File: src/rtl/kctr_pkg.sv
package kctr_pkg;

    localparam int unsigned KCTR_CNT_W   = 17;
    localparam int unsigned KCTR_SEL_W   = 4;
    // code c selects a span of 2^(c + KCTR_EXP_OFS)
    localparam int unsigned KCTR_EXP_OFS = 2;

    typedef enum logic {
        DIR_UP   = 1'b0,
        DIR_DOWN = 1'b1
    } kdir_e;

endpackage

File: src/rtl/kctr_span_dec.sv
module kctr_span_dec #(
    parameter int unsigned CNT_W   = kctr_pkg::KCTR_CNT_W,
    parameter int unsigned SEL_W   = kctr_pkg::KCTR_SEL_W,
    parameter int unsigned EXP_OFS = kctr_pkg::KCTR_EXP_OFS
) (
    input  logic [SEL_W-1:0] sel,
    output logic [CNT_W-1:0] span_mask,
    output logic             live
);

    localparam int unsigned SEL_MAX = (1 << SEL_W) - 1;

    assign live = |sel;

    // bit g belongs to the span when g < code + EXP_OFS
    for (genvar g = 0; g < int'(CNT_W); g++) begin : g_mask
        assign span_mask[g] = live &&
                              (32'(g) < (32'(sel) + 32'(EXP_OFS)));
    end

    initial begin
        if (SEL_MAX + EXP_OFS > CNT_W)
            $display("kctr_span_dec: largest span exceeds counter width");
    end

endmodule

File: src/rtl/kctr_step.sv
module kctr_step #(
    parameter int unsigned CNT_W = kctr_pkg::KCTR_CNT_W
) (
    input  logic [CNT_W-1:0] cur,
    input  logic [CNT_W-1:0] span_mask,
    input  kctr_pkg::kdir_e  dir,
    output logic [CNT_W-1:0] nxt,
    output logic             at_top,
    output logic             at_floor
);

    logic [CNT_W-1:0] folded;
    logic [CNT_W-1:0] inc;
    logic [CNT_W-1:0] dec;

    always_comb begin
        folded   = cur & span_mask;
        inc      = (folded + CNT_W'(1)) & span_mask;
        dec      = (folded - CNT_W'(1)) & span_mask;
        at_top   = (folded == span_mask);
        at_floor = (folded == '0);
        nxt      = (dir == kctr_pkg::DIR_DOWN) ? dec : inc;
    end

endmodule

File: src/rtl/kloop_counter.sv
module kloop_counter #(
    parameter int unsigned CNT_W   = kctr_pkg::KCTR_CNT_W,
    parameter int unsigned SEL_W   = kctr_pkg::KCTR_SEL_W,
    parameter int unsigned EXP_OFS = kctr_pkg::KCTR_EXP_OFS
) (
    input  logic             clk,
    input  logic             rst_n,
    input  logic             clr,
    input  logic             en,
    input  logic             dn,
    input  logic [SEL_W-1:0] mod_sel,
    output logic [CNT_W-1:0] count,
    output logic             carry,
    output logic             borrow
);

    typedef struct packed {
        logic [CNT_W-1:0] cnt;
        logic             cy;
        logic             bw;
    } kstate_t;

    kstate_t          st_d;
    kstate_t          st_q;
    logic [CNT_W-1:0] span_mask;
    logic             span_live;
    logic [CNT_W-1:0] step_nxt;
    logic             step_top;
    logic             step_floor;
    kctr_pkg::kdir_e  dir;

    assign dir = dn ? kctr_pkg::DIR_DOWN : kctr_pkg::DIR_UP;

    kctr_span_dec #(
        .CNT_W  (CNT_W),
        .SEL_W  (SEL_W),
        .EXP_OFS(EXP_OFS)
    ) u_dec (
        .sel      (mod_sel),
        .span_mask(span_mask),
        .live     (span_live)
    );

    kctr_step #(
        .CNT_W(CNT_W)
    ) u_step (
        .cur      (st_q.cnt),
        .span_mask(span_mask),
        .dir      (dir),
        .nxt      (step_nxt),
        .at_top   (step_top),
        .at_floor (step_floor)
    );

    always_comb begin
        st_d    = st_q;
        st_d.cy = 1'b0;
        st_d.bw = 1'b0;
        if (clr) begin
            st_d.cnt = '0;
        end else if (en && span_live) begin
            st_d.cnt = step_nxt;
            st_d.cy  = (dir == kctr_pkg::DIR_UP)   && step_top;
            st_d.bw  = (dir == kctr_pkg::DIR_DOWN) && step_floor;
        end
    end

    always_ff @(posedge clk or negedge rst_n) begin
        if (!rst_n) st_q <= '0;
        else        st_q <= st_d;
    end

    assign count  = st_q.cnt;
    assign carry  = st_q.cy;
    assign borrow = st_q.bw;

endmodule

File: config.mk
export PLATFORM = sky130hd
export DESIGN_NAME = kloop_counter
export DESIGN_NICKNAME = d
export VERILOG_FILES = /design/src/rtl/kctr_pkg.sv /design/src/rtl/kctr_span_dec.sv /design/src/rtl/kctr_step.sv /design/src/rtl/kloop_counter.sv
export SDC_FILE = /design/constraint.sdc
export NUM_CORES = 1
export LEC_CHECK = 0
export ABC_AREA = 0
export BUFFER_PORTS_ARGS = -buffer_cell sky130_fd_sc_hd__clkbuf_2
export CAP_MARGIN = 10
export CORE_ASPECT_RATIO = 0.6
export CORE_MARGIN = 2
export CORE_UTILIZATION = 50
export CTS_CLUSTER_DIAMETER = 30
export DETAILED_ROUTE_END_ITERATION = 8
export PLACE_DENSITY = 0.7
export SYNTH_ARGS = -nofsm -noshare
export SYNTH_HDL_FRONTEND = slang
export SYNTH_SLANG_ARGS = --single-unit
export TNS_END_PERCENT = 1
File: constraint.sdc
create_clock -name clk -period 7.4 [get_ports clk]
set_clock_uncertainty 0.2 [all_clocks]
set_input_delay 0 -clock clk [delete_from_list [all_inputs] [get_ports clk]]
set_output_delay 0 -clock clk [all_outputs]
set_load 0.02 [all_outputs]
# Word level (Yosys, flattened, before mapping)
# Cells that the tools add are included.
# Widths: inputs -> output; s select.
[totals]
reg_bits = 19
input_bits = 9
out_inout_bits = 19
wordCells = 56
[classes]
addsub = 3
n_lt_le_gt_ge = 17
n_eq_ne = 1
muxes = 5
bitwise = 4
n_reduce_logical = 23
[op_table]
columns = ["cell", "n"]
rows = [
  ["$lt 4x32->1 const A", 8],
  ["$lt 3x32->1 const A", 4],
  ["$lt 1x32->1 const A", 2],
  ["$lt 2x32->1 const A", 2],
  ["$and 17x17->17", 3],
  ["$mux 17", 2],
  ["$lt 5x32->1 const A", 1],
  ["$logic_and 1x1->1", 20],
  ["$mux 19", 1],
  ["$add 17x1->17 const B", 1],
  ["$eq 17x17->1", 1],
  ["$logic_not 17->1", 1],
  ["$sub 17x1->17 const B", 1],
  ["$add 4x2->5 const B", 1],
  ["$reduce_or 4->1", 1],
  ["$mux 2", 1],
  ["$reduce_bool 2->1", 1],
  ["$mux 1", 1],
  ["$not 1->1", 1],
]

# Depth between registers and ports, before layout
# Gate-level depths: netlist of the first run.
[depth]
depth_word = 9
depth_mapped = 15

# Cells and area by module
# Synthesis of the first run repeated with hierarchy kept, for this count alone.
[hier_totals]
cells_unflattened = 320
area_unflattened_um2 = 2502.4
[by_module_without_submodules]
columns = ["module", "n_inst", "cells_each", "area_each_um2", "seq_area_each_um2"]
rows = [
  ["kctr_step", 1, 178, 1162.4, 0.0],
  ["kloop_counter", 1, 84, 992.2, 475.5],
  ["kctr_span_dec", 1, 58, 347.8, 0.0],
]

# Worst setup path before layout of the first run
# Ideal clock, no wire load.
[synth_path]
kind = "in2reg"
from = "input port mod_sel[1]"
to = "register st_q, in the netlist count[16]"
arrival_time_ns = 3.103
required_ns = 7.079
slack_ns = 3.976
stages = 14
n_path_buf = 1
path_cell_list = "ha_1 > clkbuf_1 > nand4b_1 > o221ai_2 > and2_1 > nor2_1 > fa_1 > a21o_1 > a221oi_1 > o221ai_1 > a221oi_1 > xnor2_1 > o21bai_1 > a22o_1"
[synth_via]
elab_chain_len = 9
word_cells_on_any_way = 46
[synth_rtl]
columns = ["item", "line_no", "source"]
rows = [
  ["from (decl)", "kloop_counter.sv:11", "input logic [SEL_W-1:0] mod_sel,"],
  ["$add 4x2->5", "kctr_span_dec.sv:18", "(32'(g) < (32'(sel) + 32'(EXP_OFS)));"],
  ["$lt 1x32->1, or another cell as far along", "kctr_span_dec.sv:18", ""],
  ["$logic_and 1x1->1", "kctr_span_dec.sv:17", "assign span_mask[g] = live &&"],
  ["$and 17x17->17", "kctr_step.sv:17", "folded = cur & span_mask;"],
  ["$add 17x1->17 / $sub 17x1->17 (equally long branches)", "kctr_step.sv:18, kctr_step.sv:19", ""],
  ["$and 17x17->17 (on tied branches)", "kctr_step.sv:18, kctr_step.sv:19", ""],
  ["$mux 17", "kctr_step.sv:22", "nxt = (dir == kctr_pkg::DIR_DOWN) ? dec : inc;"],
  ["$mux 19", "kloop_counter.sv:61", "end else if (en && span_live) begin"],
  ["$mux 17", "kloop_counter.sv:59", "if (clr) begin"],
  ["to (signal assigned)", "kloop_counter.sv:70", "else st_q <= st_d;"],
  ["to (decl)", "kloop_counter.sv:24", "kstate_t st_q;"],
]
# Parallel ways exist; a longest one is shown, timed or not. The select of a mux whose other input is x is not followed.
# A chain may end at the register's enable or synchronous reset.

# Worst setup path in the final report of the first run
[layout_path]
from = "input port mod_sel[1]"
to = "register st_q, in the netlist count[14]"
[layout_via]
elab_chain_len = 9
word_cells_on_any_way = 42
[layout_rtl]
columns = ["item", "line_no"]
rows = [
  ["$add 4x2->5", "kctr_span_dec.sv:18"],
  ["$lt 1x32->1, or another cell as far along", "kctr_span_dec.sv:18"],
  ["$logic_and 1x1->1", "kctr_span_dec.sv:17"],
  ["$and 17x17->17", "kctr_step.sv:17"],
  ["$add 17x1->17 / $sub 17x1->17 (equally long branches)", "kctr_step.sv:18, kctr_step.sv:19"],
  ["$and 17x17->17 (on tied branches)", "kctr_step.sv:18, kctr_step.sv:19"],
  ["$mux 17", "kctr_step.sv:22"],
  ["$mux 19", "kloop_counter.sv:61"],
  ["$mux 17", "kloop_counter.sv:59"],
]
# Parallel ways exist; a longest one is shown, timed or not. The select of a mux whose other input is x is not followed.

==> results.cfg, run 1 <==
[status]
status = completed

[worst_setup_path]
required_ps = 7360
worst-setup-path-type = in -> reg
start_kind = input port
cpMaxStageDelayCell = or4b_4
cpPeakStageDelay_ps = 530
cp_top_family = compound AO/OA/AOI/OAI gates
timing.rr.start = count[0]
end_kind = register
critical_path.cell_chain = clkbuf_2, ha_1, or4b_4, o221ai_2, and2_1, nor2_1, fa_1, a21o_1, a221oi_1, o221ai_1, o31ai_1, o21ai_1, xor2_1, a22o_1
r2r_cells = 10
rrSetupSlack_ps = 3970
crit_end = count[14]
path_depth = 14
worstPathMaxFanout = 19
cp.arrival_ps = 4190
crit_buf_inv = 1
startpoint = mod_sel[1]
reg2reg_to = count[14]

[synthesis]
synth_most_common_cell = nand2_1
yosysWarnings = 0
seq_area_frac_synth_pct = 21.6
async_flop_share_pct = 100
synth_cells = 277
ys_top_cells_by_area = dfrtp_1 (22%), ha_1 (9.1%), a21oi_1 (4.8%), nand2_1 (4.1%), o21ai_0 (3.6%)
synth_cell_types = 58
ys_seq_elements = 19
netlist.area_leader.share_pct = 21.6
syn_area_per_cell_um2 = 7.96
syn_area_um2 = 2200
syn_nets = 303
synth_common_cells = nand2_1 (24), a21oi_1 (21), dfrtp_1 (19)
yosys.area.top_type = dfrtp_1
synth_ff_type = dfrtp_1
synth_edf_count = 0

[grt]
top_usage_layer = met1
met2_usage_pct = 37.6
antenna_found_initial = 0
grt_max_degree = 20
grt.total_usage_pct = 26.8
grt_first_pass_wirelength_mm = 10.7
met1_usage_pct = 42.9
met3_usage_pct = 5.05
grt_pass1_vias = 2034
grt_overflow = 0

[power]
totalPowerFinal_w = 0.000332
p_per_area_nw_per_um2 = 136
ir_drop_uv = 71.3
p_leak_nw = 1.16

[layout]
area_delta_synth_final_pct = 10.6
multiInputGateArea_um2 = 1630
diodes = 0
layout.nets = 328
register_area_um2 = 475
nFillCells = 390
drive_gt1_share_pct = 15.6

[placement]
dp_hpwl_mm = 5.05
io_buffers = 27
gp_congestion = 0.916

[timing]
setup_tns_ps = 0
fin_crit_sh_pct = 57.2
fmax_mhz = 236
rsz0062_at_grt = no
maxSlewViolCount = 0
worst_pin_slew_ps = 577
slew_headroom_pct = 61.2
hold_viol_final = 0
setup_viol = 0
final.min_clock_period_ps = 4240

[floorplanning]
die_h_um = 55.4
io_pins = 28
die-area_um2 = 4970
rows = 18
initial_core_util_pct = 52.9
fp.dieW_um = 89.7
core_area_um2 = 4170

[clock_tree]
numCtsBuffers = 3
htree_levels = 1
cts-root-buf = clkbuf_8
cts.clk_slew.worst_paths_ps = 80
cts_tree = yes
post_cts_buffers = 0
clock_latency_ps = 260
post_cts_resize_count = 0
numClockSinks = 19
clk_path_buf_depth = 2

[flow_run]
max-cap-violations = 0

[routing]
routed_wirelength_mm = 6.59
wl_per_cell_um = 18.3
via_count = 2313
vias_per_cell = 6.41
drcViolationCount = 0
drt_iter0_drc = 199
antenna_left = 0
firstDrtPassIters = 5

[min_path]
holdCritPathClass = in -> reg
min_from = en
## state kept, by name, indices dropped and copies added (netlist names)
register  count
borrow        1
carry         1
count        17
## routing by layer
metal | vias to the layer above | share of wire, %
met5 | - | 0
met4 | 0 | 0.61
met3 | 6 | 10
met2 | 118 | 40
met1 | 1095 | 49
li1 | 1094 | -
## cells by family after synthesis
group	synth area share, %
DFF	21.6
adders and majority gates	9.99
buffers and inverters	4.60
muxes	0.908
xor gates and xnor gates	4.77
and+or+nand+nor	25.7
AOI/OAI and AO/OA	32.5
## placed cells by master (no fill, tap or decap), drive strengths merged, types with 3 or more instances in the layout
| master | n |
|---|---|
| a211oi | 3 |
| a21o | 8 |
| a21oi | 23 |
| a221oi | 3 |
| a22o | 3 |
| a31oi | 4 |
| a32o | 7 |
| and2 | 12 |
| and3 | 6 |
| clkbuf | 31 |
| dfrtp | 19 |
| ha | 16 |
| inv | 12 |
| nand2 | 24 |
| nand2b | 3 |
| nand3 | 7 |
| nor2 | 16 |
| nor2b | 8 |
| nor3 | 4 |
| o21a | 3 |
| o21ai | 21 |
| o22ai | 4 |
| o31ai | 4 |
| or2 | 7 |
| or3 | 4 |
| xnor2 | 5 |
| xor2 | 7 |
## power by group
group / internal (W) / total (W) / switching (W)
sequential: 0.000110 / 0.000119 / 0.00000820
combinational: 0.0000519 / 0.000137 / 0.0000854
clock: 0.0000384 / 0.0000767 / 0.0000383
## worst min-delay path, delay by kind of cell
| kind | cells | cell delay, ps |
|---|---|---|
| compound gates | 2 | 160 |
| simple gates | 2 | 230 |
| buf+inv | 1 | 70 |
## layout make-up
type	count	area share, %
Sequential cell	19	19.5
Inverter	12	1.85
Timing Repair Buffer	31	6.98
Clock buffer	4	1.85
Tap cell	60	3.08
Multi-Input combinational cell	235	66.8
## how the worst min path moves through the flow
stage | slack (ps) | to | cells after the start
global route | 80 | count[16] | 2
floorplan | -500 | borrow | 0
global placement | -190 | count[16] | 1
detailed placement | -190 | count[16] | 1
CTS | 30 | count[13] | 5
finish | 30 | count[13] | 5
## timing repair
item | 4_1_cts | 5_1_grt
setup endpoints to repair | 0 | 0
hold endpoints to repair | 22 | 0
hold buffers | 2 | 0
## per-stage QoR
stage               hold WS (ps)  util [%]  cell area [µm²]  worst slack, ps  instances
finish                      32.0      58.5             2440             3160        361
global route                79.9      58.5             2440             2860        361
CTS                         30.9      58.5             2440             3280        361
detailed placement          -192      57.0             2370             3010        355
global placement            -187      57.0             2370             3000        355
floorplan                   -496         -             2200             3980        277
(Power assumes the default switching activity.)
==> run 2: changes to the inputs <==
--- a/config.mk
+++ b/config.mk
@@ -13,7 +13,7 @@
 export CORE_UTILIZATION = 50
 export CTS_CLUSTER_DIAMETER = 30
 export DETAILED_ROUTE_END_ITERATION = 8
-export PLACE_DENSITY = 0.7
+export PLACE_DENSITY = 0.73
 export SYNTH_ARGS = -nofsm -noshare
 export SYNTH_HDL_FRONTEND = slang
 export SYNTH_SLANG_ARGS = --single-unit
==> constraint.sdc (replaced) <==
create_clock -name clk -period 3.6 [get_ports clk]
set_clock_uncertainty 0.2 [all_clocks]
set_input_delay 0 -clock clk [delete_from_list [all_inputs] [get_ports clk]]
set_output_delay 0 -clock clk [all_outputs]
set_load 0.02 [all_outputs]
==> run 2 against run 1 <==
- cell area rose by 5.0%
- register-to-register slack got worse by 3400 ps
- sequential share of layout area down 0.92 points
- routed wire length shrank 0.86%
- critical path depth stayed put
- cell count increased by 4.4%
- global-route usage is 0.57 points lower
- critical path type unchanged
- largest power group unchanged
- highest routed layer unchanged
==> results.cfg, run 2 (synthesized netlist as in run 1, its figures left out) <==
[worst_setup_path]
cp_common_cell = ha_1
path_depth = 14
cp.arrival_ps = 3370
worstPathMaxFanout = 8
required_ps = 3550
cpPeakStageDelay_ps = 400
crit_buf_inv = 1
end_kind = register
start_kind = input port
critical_path.cell_chain = clkbuf_2, ha_1, nand2_1, o22a_1, a2bb2oi_1, and2_1, ha_1, a21o_1, a221oi_1, o221ai_1, o31ai_1, o21ai_1, xor2_1, a22o_1
r2r_cells = 10
cp_top_family = compound AO/OA/AOI/OAI gates
cpMaxStageDelayCell = a221oi_1
worst-setup-path-type = in -> reg

[timing]
worst_pin_slew_ps = 530
setup_viol = 0
maxSlewViolCount = 0
fmax_mhz = 292
fin_crit_sh_pct = 95.1
final.min_clock_period_ps = 3420
hold_viol_final = 0
rsz0062_at_grt = no
slew_headroom_pct = 64.7

[clock_tree]
cts.clk_slew.worst_paths_ps = 70
clock_latency_ps = 260
post_cts_buffers = 0
numClockSinks = 19
htree_levels = 1
cts_hold_buffers = 2
numCtsBuffers = 3
cts-root-buf = clkbuf_8
post_cts_resize_count = 0
clk_path_buf_depth = 2
cts_tree = yes

[routing]
wl_per_cell_um = 17.3
routed_wirelength_mm = 6.54
drt_iter0_drc = 182
firstDrtPassIters = 4
routed.top_layer = met4
vias_per_cell = 6.32
antenna_left = 0
via_count = 2384
drcViolationCount = 0
drt-met1-wl_mm = 3.13
route.met2.wl_mm = 2.64
route.met3.wl_um = 661

[layout]
stdcell_area_um2 = 2560
largest_reg_flops = 17
layout_common_cells = clkbuf_2 (27), nand2_1 (24), a21oi_1 (21), dfrtp_1 (19), buf_4 (18)
layout.nets = 344
drive_gt1_share_pct = 20.2
area_delta_synth_final_pct = 16.1
mostFrequentLayoutCell = clkbuf_2
diodes = 0

[floorplanning]
rows = 18
io_pins = 28
die-area_um2 = 4970
fp.dieW_um = 89.7
initial_core_util_pct = 52.9
core_area_um2 = 4170
die_h_um = 55.4

[grt]
antenna_found_initial = 0
grt.total_usage_pct = 26.3
grt_max_degree = 20
grt_pass1_vias = 2104
grt_first_pass_wirelength_mm = 10.5
grt_overflow = 0

[power]
totalPowerFinal_w = 0.000700
ir_drop_uv = 154
p_leak_nw = 1.24
p_per_area_nw_per_um2 = 273

[placement]
dpl_cell_area_um2 = 2490
io_buffers = 27
dp_hpwl_mm = 5.04
gp_congestion = 0.939

[status]
status = completed

[flow_run]
max-cap-violations = 0

[min_path]
holdCritPathClass = in -> async
## run 2: changes by cell type in the layout (fill, tap and decap cells not counted), sizes merged
cell,before,now
clkbuf,31,30
buf,2,18
clkinv,0,1
## run 2: stage by stage
stage	setup slack [ps]	util, %	setup TNS, ps	std cells	hold WS, ps
final	175	61.4	0	377	41.5
after global routing	20.7	61.4	0	377	87.4
after CTS	239	61.4	0	377	49.7
after detailed placement	-29.5	59.8	-29.5	371	-208
after global placement	98.5	59.8	0	371	-212
after floorplan	176	-	0	277	-496
## run 2: routing by layer
layer / up-vias / GRT usage, %
met2: 119 / 38.4
met1: 1126 / 38.5
li1: 1127 / -
met3: 12 / 7.64
met5: - / 0
met4: 0 / 5.27
## run 2: final cells by class
type | instances | area (µm²)
Multi-Input combinational cell | 235 | 1630
Fill cell | 387 | 1610
Sequential cell | 19 | 475
Timing Repair Buffer | 47 | 290
Tap cell | 60 | 75.1
Inverter | 12 | 45.0
Clock buffer | 3 | 41.3
Clock inverter | 1 | 5.00
## run 2: worst paths after layout
path                       startpoint   endpoint  slack, ps
setup / recovery           mod_sel[1]  count[14]        180
max in group asynchronous       rst_n   count[0]       2800
hold / removal                  rst_n  count[13]         40
hold reg to reg              count[8]   count[8]        350
setup reg to reg             count[0]  count[14]        530
min in group clk           mod_sel[3]   count[5]        160
## run 2: where the power goes
part | switching, W | internal (W) | total, W
combinational | 0.000179 | 0.000122 | 0.000300
clock | 0.0000778 | 0.0000772 | 0.000155
sequential | 0.0000176 | 0.000227 | 0.000244
total | 0.000274 | 0.000426 | 0.000700
==> run 3: changes to the inputs <==
--- a/config.mk
+++ b/config.mk
@@ -14,6 +14,7 @@
 export CTS_CLUSTER_DIAMETER = 30
 export DETAILED_ROUTE_END_ITERATION = 8
 export PLACE_DENSITY = 0.73
+export REMOVE_ABC_BUFFERS = 1
 export SYNTH_ARGS = -nofsm -noshare
 export SYNTH_HDL_FRONTEND = slang
 export SYNTH_SLANG_ARGS = --single-unit
==> run 3 against run 2 <==
- non-clock buffer count rose by 4
- die area did not move
- cell count rose by 1.1%
- total power rose by 2.4%
- largest cell class unchanged
- cell area rose by 1.8%
- worst setup slack improved by 31 ps
- hold slack improved by 1.2 ps
- via count fell by 2.6%
==> results.cfg, run 3 (synthesized netlist as in run 1, its figures left out) <==
[timing]
hold_viol_final = 0
layout_setup_ws_ps = 206
maxSlewViolCount = 0
hold_slack_ps = 42.7
fin_crit_sh_pct = 94.3
fmax_mhz = 295
slew_headroom_pct = 64.5
worst_pin_slew_ps = 532
rsz0062_at_grt = no
final.min_clock_period_ps = 3390
setup_tns_ps = 0
setup_viol = 0

[grt]
grt_first_pass_wirelength_mm = 11.2
met2_usage_pct = 40.4
grt.total_usage_pct = 27.9
met3_usage_pct = 3.96
grt_max_degree = 20
met1_usage_pct = 44.7
top_usage_layer = met1
grt_pass1_vias = 2162
grt_overflow = 0
antenna_found_initial = 0

[layout]
largest_reg_flops = 17
mostFrequentLayoutCell = clkbuf_2
diodes = 0
nFillCells = 397
layout.nets = 348
final_core_util_pct = 62.6
layout_common_cells = clkbuf_2 (27), nand2_1 (24), buf_4 (22), a21oi_1 (21), dfrtp_1 (19)
drive_gt1_share_pct = 22.1
area_delta_synth_final_pct = 18.2

[floorplanning]
core_area_um2 = 4170
die-area_um2 = 4970
fp.dieW_um = 89.7
rows = 18
io_pins = 28
initial_core_util_pct = 52.9
die_h_um = 55.4

[clock_tree]
numCtsBuffers = 3
htree_levels = 1
cts.clk_slew.worst_paths_ps = 80
cts_tree = yes
post_cts_buffers = 0
clk_path_buf_depth = 2
cts-root-buf = clkbuf_8
numClockSinks = 19
clock_latency_ps = 270

[power]
p_per_area_nw_per_um2 = 275
totalPowerFinal_w = 0.000716
p_leak_nw = 1.26
ir_drop_uv = 145

[status]
status = completed

[worst_setup_path]
start_kind = input port
rrSetupSlack_ps = 570
r2r_cells = 9
end_kind = register
reg2reg_to = count[16]
worst-setup-path-type = in -> reg
required_ps = 3560
worstPathMaxFanout = 4
cp.arrival_ps = 3350
timing.rr.start = count[5]

[routing]
drcViolationCount = 0
routed_wirelength_mm = 6.69
wl_per_cell_um = 17.5
antenna_left = 0
firstDrtPassIters = 5
vias_per_cell = 6.09
drt_iter0_drc = 217
via_count = 2321

[min_path]
holdCritPathClass = in -> async

[placement]
dp_hpwl_mm = 5.27
gp_congestion = 0.890
io_buffers = 27
pre_cts_slack_ps = -68.8

[flow_run]
max-cap-violations = 0
[run 3: cell types whose count changed in the layout (fill, tap and decap cells not counted), sizes merged]
cell | previous run | this run
buf | 18 | 22
[run 3: critical path, cell delays in order]
cell and delay [ps]:
clkbuf_2 90, ha_1 340, or4b_4 500, o221ai_2 90
and2_1 180, nor2_1 70, fa_1 420, a21o_1 210
a221oi_1 350, o221ai_1 330, a221oi_2 330, xnor2_1 170
o21bai_1 100, a22o_1 170
[run 3: power breakdown]
group / internal [W] / leakage (nW) / switching, W
sequential: 0.000227 / 0.259 / 0.0000171
clock: 0.0000774 / 0.0255 / 0.0000850
combinational: 0.000127 / 0.971 / 0.000183
[run 3: worst max path at each step]
stage	start	end	slack [ps]	cells past startpoint
after floorplan	mod_sel[1]	count[16]	120	13
after global placement	mod_sel[1]	count[12]	110	14
after detailed placement	mod_sel[1]	count[16]	-70	14
after CTS	mod_sel[1]	count[16]	200	14
after global routing	mod_sel[1]	count[16]	20	14
final	mod_sel[1]	count[16]	210	14
[run 3: layout make-up]
class / count / area [µm²] / share of cell area [%]
clock buffers: 3 / 41.3 / 1.58
well taps: 60 / 75.1 / 2.88
inverters: 12 / 45.0 / 1.73
repair buffers: 51 / 320 / 12.3
multi-input cells: 235 / 1640 / 63.1
clock inverters: 1 / 5.00 / 0.192
flip-flops and latches: 19 / 475 / 18.2
[run 3: through the flow]
stage | cells | cell area (µm²)
final | 381 | 2610
after global routing | 381 | 2610
after CTS | 381 | 2590
after detailed placement | 375 | 2520
after global placement | 375 | 2520
after floorplan | 266 | 2150
[run 3: per-layer routing]
layer  routed length [µm]  up-vias
met1                 3430     1070
li1                     -     1135
met2                 2740      112
met3                  493        4
met5                    0        -
met4                   14        0
[run 3: what timing repair did]
item                                   CTS  global route
hold buffers                             2             0
resized for setup                        0             5
endpoints found under the hold margin   22             0
setup endpoints to repair                0             2
